$ cat src/rtl/potPkg.sv
package potPkg;
  localparam int WIPER_W       = 8;
  localparam int TAPS          = 1 << WIPER_W;
  localparam int NUM_CHAN      = 2;
  localparam int REGS_PER_CHAN = 4;
  localparam int IDX_W         = $clog2(REGS_PER_CHAN);
  localparam int NUM_REGS      = NUM_CHAN * REGS_PER_CHAN;

  typedef enum logic [2:0] {
    OP_NOP      = 3'd0,
    OP_RD_WIPER = 3'd1,
    OP_WR_WIPER = 3'd2,
    OP_RD_STORE = 3'd3,
    OP_WR_STORE = 3'd4,
    OP_LOAD     = 3'd5,
    OP_SAVE     = 3'd6,
    OP_STEP     = 3'd7
  } potOp_e;

  typedef struct packed {
    logic               rdWiper;
    logic               wrWiper;
    logic               rdStore;
    logic               wrStore;
    logic               loadWiper;
    logic               saveWiper;
    logic               stepEn;
    logic               stepUp;
    logic               chan;
    logic [IDX_W-1:0]   idx;
    logic [WIPER_W-1:0] data;
  } potStrobe_t;
endpackage

$ cat src/rtl/potCtrl.sv
module potCtrl
  import potPkg::*;
#(
  parameter int BUSY_CYCLES = 8
) (
  input  logic               clk,
  input  logic               rstN,
  input  logic [3:0]         devAddrPins,
  input  logic               wpN,
  input  logic               cmdValid,
  input  logic [3:0]         cmdAddr,
  input  logic [2:0]         cmdOp,
  input  logic               cmdChan,
  input  logic [IDX_W-1:0]   cmdIdx,
  input  logic [WIPER_W-1:0] cmdData,
  output potStrobe_t         strobe,
  output logic               busy,
  output logic               wpErr
);
  localparam int CNT_W = $clog2(BUSY_CYCLES + 1);

  logic [CNT_W-1:0] busyCnt;
  logic             accept;
  logic             guardedOp;
  logic             storeGo;
  potOp_e           op;

  assign op        = potOp_e'(cmdOp);
  assign busy      = (busyCnt != '0);
  assign accept    = cmdValid && (cmdAddr == devAddrPins) && !busy;
  assign guardedOp = accept && (op == OP_WR_STORE || op == OP_SAVE);
  assign storeGo   = guardedOp && wpN;

  always_comb begin
    strobe      = '0;
    strobe.chan = cmdChan;
    strobe.idx  = cmdIdx;
    strobe.data = cmdData;
    if (accept) begin
      unique case (op)
        OP_RD_WIPER: strobe.rdWiper   = 1'b1;
        OP_WR_WIPER: strobe.wrWiper   = 1'b1;
        OP_RD_STORE: strobe.rdStore   = 1'b1;
        OP_WR_STORE: strobe.wrStore   = wpN;
        OP_LOAD:     strobe.loadWiper = 1'b1;
        OP_SAVE:     strobe.saveWiper = wpN;
        OP_STEP: begin
          strobe.stepEn = 1'b1;
          strobe.stepUp = cmdData[0];
        end
        default: ;
      endcase
    end
  end

  always_ff @(posedge clk or negedge rstN) begin
    if (!rstN) begin
      busyCnt <= '0;
      wpErr   <= 1'b0;
    end else begin
      wpErr <= guardedOp && !wpN;
      if (storeGo)       busyCnt <= CNT_W'(BUSY_CYCLES);
      else if (busy)     busyCnt <= busyCnt - 1'b1;
    end
  end


  busy_start_chk: assert property (@(posedge clk) disable iff (!rstN)
    $rose(busy) |-> $past(cmdValid && wpN));


  wp_err_cause_chk: assert property (@(posedge clk) disable iff (!rstN)
    wpErr |-> ($past(!wpN) && !busy));
endmodule

$ cat src/rtl/potDatapath.sv
module potDatapath
  import potPkg::*;
#(
  parameter logic [WIPER_W-1:0] INIT_VAL = 8'h80
) (
  input  logic                           clk,
  input  logic                           rstN,
  input  logic                           wpN,
  input  potStrobe_t                     strobe,
  output logic                           rdValid,
  output logic [WIPER_W-1:0]             rdData,
  output logic [NUM_CHAN-1:0][TAPS-1:0]  tapBus
);
  localparam logic [WIPER_W-1:0] STEP1 = 1;
  localparam logic [WIPER_W-1:0] MAXV  = '1;
  localparam logic [WIPER_W-1:0] MINV  = '0;

  logic [WIPER_W-1:0] wiperQ [NUM_CHAN];
  logic [WIPER_W-1:0] storeQ [NUM_REGS];
  logic [$clog2(NUM_REGS)-1:0] regSel;
  logic [WIPER_W-1:0] curWiper;

  assign regSel   = {strobe.chan, strobe.idx};
  assign curWiper = wiperQ[strobe.chan];

  always_ff @(posedge clk or negedge rstN) begin
    if (!rstN) begin
      for (int r = 0; r < NUM_REGS; r++) storeQ[r] <= INIT_VAL;
      for (int c = 0; c < NUM_CHAN; c++) wiperQ[c] <= INIT_VAL;
      rdValid <= 1'b0;
      rdData  <= '0;
    end else begin
      if (strobe.wrWiper)   wiperQ[strobe.chan] <= strobe.data;
      if (strobe.loadWiper) wiperQ[strobe.chan] <= storeQ[regSel];
      if (strobe.stepEn) begin
        if (strobe.stepUp && curWiper != MAXV)
          wiperQ[strobe.chan] <= curWiper + STEP1;
        else if (!strobe.stepUp && curWiper != MINV)
          wiperQ[strobe.chan] <= curWiper - STEP1;
      end
      if (strobe.wrStore)   storeQ[regSel] <= strobe.data;
      if (strobe.saveWiper) storeQ[regSel] <= curWiper;
      rdValid <= strobe.rdWiper || strobe.rdStore;
      if (strobe.rdWiper)      rdData <= curWiper;
      else if (strobe.rdStore) rdData <= storeQ[regSel];
    end
  end

  for (genvar c = 0; c < NUM_CHAN; c++) begin : g_chan
    assign tapBus[c] = {{(TAPS-1){1'b0}}, 1'b1} << wiperQ[c];


    tap_onehot_chk: assert property (@(posedge clk) disable iff (!rstN)
      $countones(tapBus[c]) == 1);


    step_ceiling_chk: assert property (@(posedge clk) disable iff (!rstN)
      (strobe.stepEn && strobe.stepUp && strobe.chan == c && wiperQ[c] == MAXV)
        |=> (wiperQ[c] == MAXV));


    step_floor_chk: assert property (@(posedge clk) disable iff (!rstN)
      (strobe.stepEn && !strobe.stepUp && strobe.chan == c && wiperQ[c] == MINV)
        |=> (wiperQ[c] == MINV));
  end

  for (genvar r = 0; r < NUM_REGS; r++) begin : g_store

    store_protect_chk: assert property (@(posedge clk) disable iff (!rstN)
      !$stable(storeQ[r]) |-> $past(wpN));
  end
endmodule

$ cat src/rtl/dualWiperCtrl.sv
module dualWiperCtrl
  import potPkg::*;
#(
  parameter int                 BUSY_CYCLES = 8,
  parameter logic [WIPER_W-1:0] INIT_VAL    = 8'h80
) (
  input  logic          clk,
  input  logic          rstN,
  input  logic [3:0]    devAddrPins,
  input  logic          wpN,
  input  logic          cmdValid,
  input  logic [3:0]    cmdAddr,
  input  logic [2:0]    cmdOp,
  input  logic          cmdChan,
  input  logic [1:0]    cmdIdx,
  input  logic [7:0]    cmdData,
  output logic          rdValid,
  output logic [7:0]    rdData,
  output logic          busy,
  output logic          wpErr,
  output logic [255:0]  tapSel0,
  output logic [255:0]  tapSel1
);
  potStrobe_t                    strobe;
  logic [NUM_CHAN-1:0][TAPS-1:0] tapBus;

  potCtrl #(.BUSY_CYCLES(BUSY_CYCLES)) ctrl_i (
    .clk(clk), .rstN(rstN), .devAddrPins(devAddrPins), .wpN(wpN),
    .cmdValid(cmdValid), .cmdAddr(cmdAddr), .cmdOp(cmdOp), .cmdChan(cmdChan),
    .cmdIdx(cmdIdx), .cmdData(cmdData), .strobe(strobe), .busy(busy), .wpErr(wpErr)
  );

  potDatapath #(.INIT_VAL(INIT_VAL)) dp_i (
    .clk(clk), .rstN(rstN), .wpN(wpN), .strobe(strobe),
    .rdValid(rdValid), .rdData(rdData), .tapBus(tapBus)
  );

  assign tapSel0 = tapBus[0];
  assign tapSel1 = tapBus[1];


  no_resp_without_cmd_chk: assert property (@(posedge clk) disable iff (!rstN)
    rdValid |-> $past(cmdValid && cmdAddr == devAddrPins));
endmodule

$ cat config.mk
export PLATFORM = sky130hd
export DESIGN_NAME = dualWiperCtrl
export DESIGN_NICKNAME = d
export VERILOG_FILES = /design/src/rtl/potPkg.sv /design/src/rtl/potCtrl.sv /design/src/rtl/potDatapath.sv /design/src/rtl/dualWiperCtrl.sv
export SDC_FILE = /design/constraint.sdc
export NUM_CORES = 1
export LEC_CHECK = 0
export ABC_AREA = 0
export BUFFER_PORTS_ARGS = -buffer_cell sky130_fd_sc_hd__buf_4
export CAP_MARGIN = 20
export CORE_AREA = 5 5 208 210
export CTS_BUF_LIST = sky130_fd_sc_hd__clkbuf_2
export CTS_CLUSTER_DIAMETER = 40
export DETAILED_ROUTE_END_ITERATION = 10
export DIE_AREA = 0 0 213 215
export HOLD_SLACK_MARGIN = 0.06
export PLACE_DENSITY_LB_ADDON = 0.12
export SLEW_MARGIN = 20
export SYNTH_ARGS = -nofsm -noshare
export SYNTH_HDL_FRONTEND = slang
export SYNTH_SLANG_ARGS = --single-unit
$ cat constraint.sdc
create_clock -name clk -period 7.8 [get_ports clk]
set_input_delay 0.78 -clock clk [delete_from_list [all_inputs] [get_ports clk]]
set_output_delay 0.78 -clock clk [all_outputs]
set_load 0.05 [all_outputs]
==> reports/qor.tcl <==
set qor(synth_cell_type_count) 75
set qor(synthCells) 1305
set qor(worst_setup_hold_path_clk_slew_ns) 0.30
set qor(period_minus_slack_ns) 4.10
set qor(initial_core_util_pct) 22.2
set qor(design.core.area_um2) 41400
set qor(final.fill_count) 4519
set qor(tritoncts) {done}
set qor(via_count_of_the_first_global_routing_pass) 10662
set qor(area_of_combinational_cells_with_multiple_inputs_um2) 6320
set qor(finalHoldViolCount) 0
set qor(place.port_buffers) 548
set qor(finalSetupViolations) 0
set qor(detailed_route_via_count) 11045
set qor(cp_max_fo) 18
set qor(routed_wire_length_per_instance_um) 22.3
set qor(fin_cells) 2304
set qor(insertion_delay_ns) 0.64
set qor(worst_hold_slack_ns) 0.306
set qor(rrSetupSlack_ns) 4.24
set qor(final_max_slew_viol_count) 0
set qor(worst_pin_slew_ns) 1.09
set qor(worst_ep_required_time_ns) 7.02
set qor(vias_per_cell) 4.79
set qor(number_of_enable_type_register_cells_in_the_synthesized_netlist) 0
set qor(cellPowerDensity_nw_per_um2) 109
set qor(grt_max_degree) 75
set qor(worst-setup-path-type) {flip-flop to output port}
set qor(cellLeakagePower_nw) 6.06
set qor(maxSlewHeadroom_pct) 27.4
set qor(hpwl_um) 39100
set qor(critical_path.startpoint) {dp_i.wiperQ[13]}
set qor(drt_first_pass_iters) 5
set qor(post-route-util_pct) 33.3
set qor(cts_num_sinks) 94
set qor(grtUsageTotal_pct) 20.9
set qor(timing.critical_path.arrival_ns) 3.32
set qor(average_footprint_of_a_synthesized_cell_um2) 7.04
set qor(r2r-end) {dp_i.wiperQ[10]}
set qor(critPathLaunchType) {flip-flop}
set qor(synthesis.area_um2) 9180
set qor(numCtsBuffers) 9
set qor(post-cts-setup-buffer-count) 0
set qor(cts-root-to-sink-buffers) 2
set qor(drcViolationCount) 0
set qor(overflow_after_grt) 0
set qor(die_width_um) 213
set qor(postLayoutSetupSlackWorst_ns) 3.70
set qor(synth_nets) 1336
set qor(asyncSetResetFlopFracSynth_pct) 100
set qor(final_worst_path_period_share_pct) 52.5
set qor(clock_tree.root_cell) {sky130_fd_sc_hd__clkbuf_2}
set qor(wirelength_um) 51500
set qor(num_antenna_cells) 0
set qor(worst-r2r-cell-count) 10
set qor(cp-endpoint) {tapSel0[155]}
set qor(antenna_violating_nets_left) 0
set qor(place.detailed.instances) 2287
set qor(setup_total_negative_slack_ns) 0
set qor(place_ws_ns) 3.62
set qor(grt_antenna_before_repair) 0
set qor(io_pins) 549
set qor(grt_first_pass_wirelength_um) 73700
set qor(fin_worst_skew_ns) 0.0369
set qor(regToRegStartpoint) {dp_i.wiperQ[8]}
set qor(unrepaired_setup_endpoints_after_global_routing) {false}
set qor(hold_path.class) {primary input to flip-flop}
set qor(synth-seq-cells) 94
set qor(peakVddDrop_mv) 0.0677
set qor(yosysWarnings) 0
set qor(final_estimated_routing_congestion_in_global_placement) 0.890
set qor(type_of_element_capturing_the_critical_path) {output port}
set qor(placement_rows) 75
set qor(seqCellArea_um2) 2360
set qor(result_of_the_run) {finished clean}
set qor(synth_seq_area_share_pct) 25.8
set qor(die_area_um2) 45800
set qor(timing.fmax_mhz) 244
set qor(share_of_final_layout_standard_cells_stronger_than_drive_strength_1_pct) 36.6
set qor(drv.max_cap_violation_count) 0
set qor(nNetsFinal) 1791
set qor(area_growth_pct) 49.9
set qor(total_number_of_h_tree_levels) 3
set qor(drt-initial-drc-count) 810
set qor(yosys_most_used_dff) {sky130_fd_sc_hd__dfrtp_1}
set qor(dieHeight_um) 215
==> how the worst min path moves through the flow <==
stage | end | cells past startpoint | start | slack [ns]
6_report | ctrl_i.wpErr | 2 | wpN | 0.31
5_1_grt | ctrl_i.wpErr | 2 | wpN | 0.25
4_1_cts | ctrl_i.wpErr | 2 | wpN | 0.25
3_5_place_dp | dp_i.rdData[2] | 1 | dp_i.rdData[2] | 0.50
3_3_place_gp | dp_i.rdData[2] | 1 | dp_i.rdData[2] | 0.50
2_1_floorplan | ctrl_i.busyCnt[0] | 0 | rstN | 0.48
==> cell families (layout without fill, tap and decap cells) <==
family | count (synthesis) | count (layout) | share of synthesized area, %
multiplexers | 172 | 172 | 20.3
AO/OA/AOI/OAI | 95 | 95 | 7.03
XOR/XNOR | 10 | 10 | 0.954
adder cells (fa/ha/maj) | 5 | 5 | 0.681
AND/OR/NAND/NOR | 801 | 801 | 39.8
buffers and inverters | 128 | 588 | 5.51
flip-flops | 94 | 94 | 25.8
==> sequential cells by signal, indices dropped and copies added, names as in the netlist <==
| signal | count |
|---|---|
| dp_i.storeQ | 64 |
| dp_i.wiperQ | 16 |
| dp_i.rdData | 8 |
| ctrl_i.busyCnt | 4 |
| ctrl_i.wpErr | 1 |
| dp_i.rdValid | 1 |
==> routing by layer <==
metal	global-route usage, %	part of all wire [%]	routed length [um]	vias up
met2	38.1	52	26600	414
met4	3.14	1.3	662	0
li1	-	-	-	5226
met5	0	0	0	-
met1	26.1	41	21000	5367
met3	3.72	6.3	3250	38
==> Yosys cell counts, types with 5 or more instances <==
cell type / number / area share (%)
sky130_fd_sc_hd__o211ai_1: 5 / 0.41
sky130_fd_sc_hd__a22oi_1: 6 / 0.49
sky130_fd_sc_hd__mux4_2: 9 / 2.2
sky130_fd_sc_hd__mux2_2: 11 / 1.3
sky130_fd_sc_hd__nor2_4: 7 / 0.86
sky130_fd_sc_hd__buf_2: 14 / 0.76
sky130_fd_sc_hd__nand2_1: 84 / 3.4
sky130_fd_sc_hd__nor2_1: 550 / 22
sky130_fd_sc_hd__buf_1: 7 / 0.29
sky130_fd_sc_hd__o22ai_1: 10 / 0.68
sky130_fd_sc_hd__nor3b_1: 5 / 0.41
sky130_fd_sc_hd__nor3_4: 8 / 1.4
sky130_fd_sc_hd__ha_1: 5 / 0.68
sky130_fd_sc_hd__a21oi_1: 18 / 0.98
sky130_fd_sc_hd__o21ai_0: 18 / 0.98
sky130_fd_sc_hd__mux2i_1: 151 / 16
sky130_fd_sc_hd__xnor2_1: 7 / 0.67
sky130_fd_sc_hd__nand2b_1: 20 / 1.4
sky130_fd_sc_hd__or2_2: 5 / 0.34
sky130_fd_sc_hd__clkbuf_1: 94 / 3.8
sky130_fd_sc_hd__and2_1: 8 / 0.55
sky130_fd_sc_hd__nand4_1: 7 / 0.48
sky130_fd_sc_hd__inv_1: 9 / 0.37
sky130_fd_sc_hd__nor3_1: 7 / 0.38
sky130_fd_sc_hd__nor2b_1: 18 / 1.2
sky130_fd_sc_hd__dfrtp_1: 84 / 23
sky130_fd_sc_hd__nand3_1: 43 / 2.3
sky130_fd_sc_hd__or3_1: 5 / 0.34
sky130_fd_sc_hd__dfstp_2: 10 / 2.9
==> cell type report <==
type / instances / area share, %
clock buffer: 9 / 0.327
clock inverter: 7 / 0.746
inverter: 11 / 0.300
multi-input combinational: 1083 / 45.9
sequential: 94 / 17.2
tap: 539 / 4.90
timing repair buffer: 561 / 30.6
==> worst max-delay path, cell delays in order (launching register included) <==
cell	delay [ns]
sky130_fd_sc_hd__dfrtp_1	0.67
sky130_fd_sc_hd__nor2b_1	0.61
sky130_fd_sc_hd__nor2b_1	0.57
sky130_fd_sc_hd__nand2_1	0.40
sky130_fd_sc_hd__nor2_1	0.19
sky130_fd_sc_hd__buf_4	0.23
==> power by group <==
group	internal (mW)	total (mW)	leakage, nW	switching, mW
Clock	0.110	0.308	0.0835	0.198
Combinational	0.161	0.613	4.73	0.452
Sequential	0.517	0.585	1.25	0.0684
Total	0.789	1.51	6.06	0.718
==> stage by stage <==
step	power [mW]	cell area (um^2)
2_1_floorplan	0.992	9180
3_3_place_gp	1.21	13600
3_5_place_dp	1.20	13600
4_1_cts	1.52	13800
5_1_grt	1.60	13800
6_report	1.51	13800
==> layout by cell type (no fill, tap or decap), types with 10 or more instances in the layout <==
master and n:
sky130_fd_sc_hd__buf_4 559, sky130_fd_sc_hd__nor2_1 550, sky130_fd_sc_hd__mux2i_1 151, sky130_fd_sc_hd__nand2_1 84, sky130_fd_sc_hd__dfrtp_1 84, sky130_fd_sc_hd__nand3_1 43, sky130_fd_sc_hd__nand2b_1 20, sky130_fd_sc_hd__nor2b_1 18
sky130_fd_sc_hd__a21oi_1 18, sky130_fd_sc_hd__o21ai_0 18, sky130_fd_sc_hd__mux2_2 11, sky130_fd_sc_hd__o22ai_1 10, sky130_fd_sc_hd__dfstp_2 10
==> what timing repair did <==
action | in CTS | in global routing
endpoints found under the hold margin | 20 | 0
hold buffers | 1 | 0
endpoints found under the setup margin | 0 | 0
resized for setup | 0 | 0
Note: power is estimated with default switching activity, not from simulation.
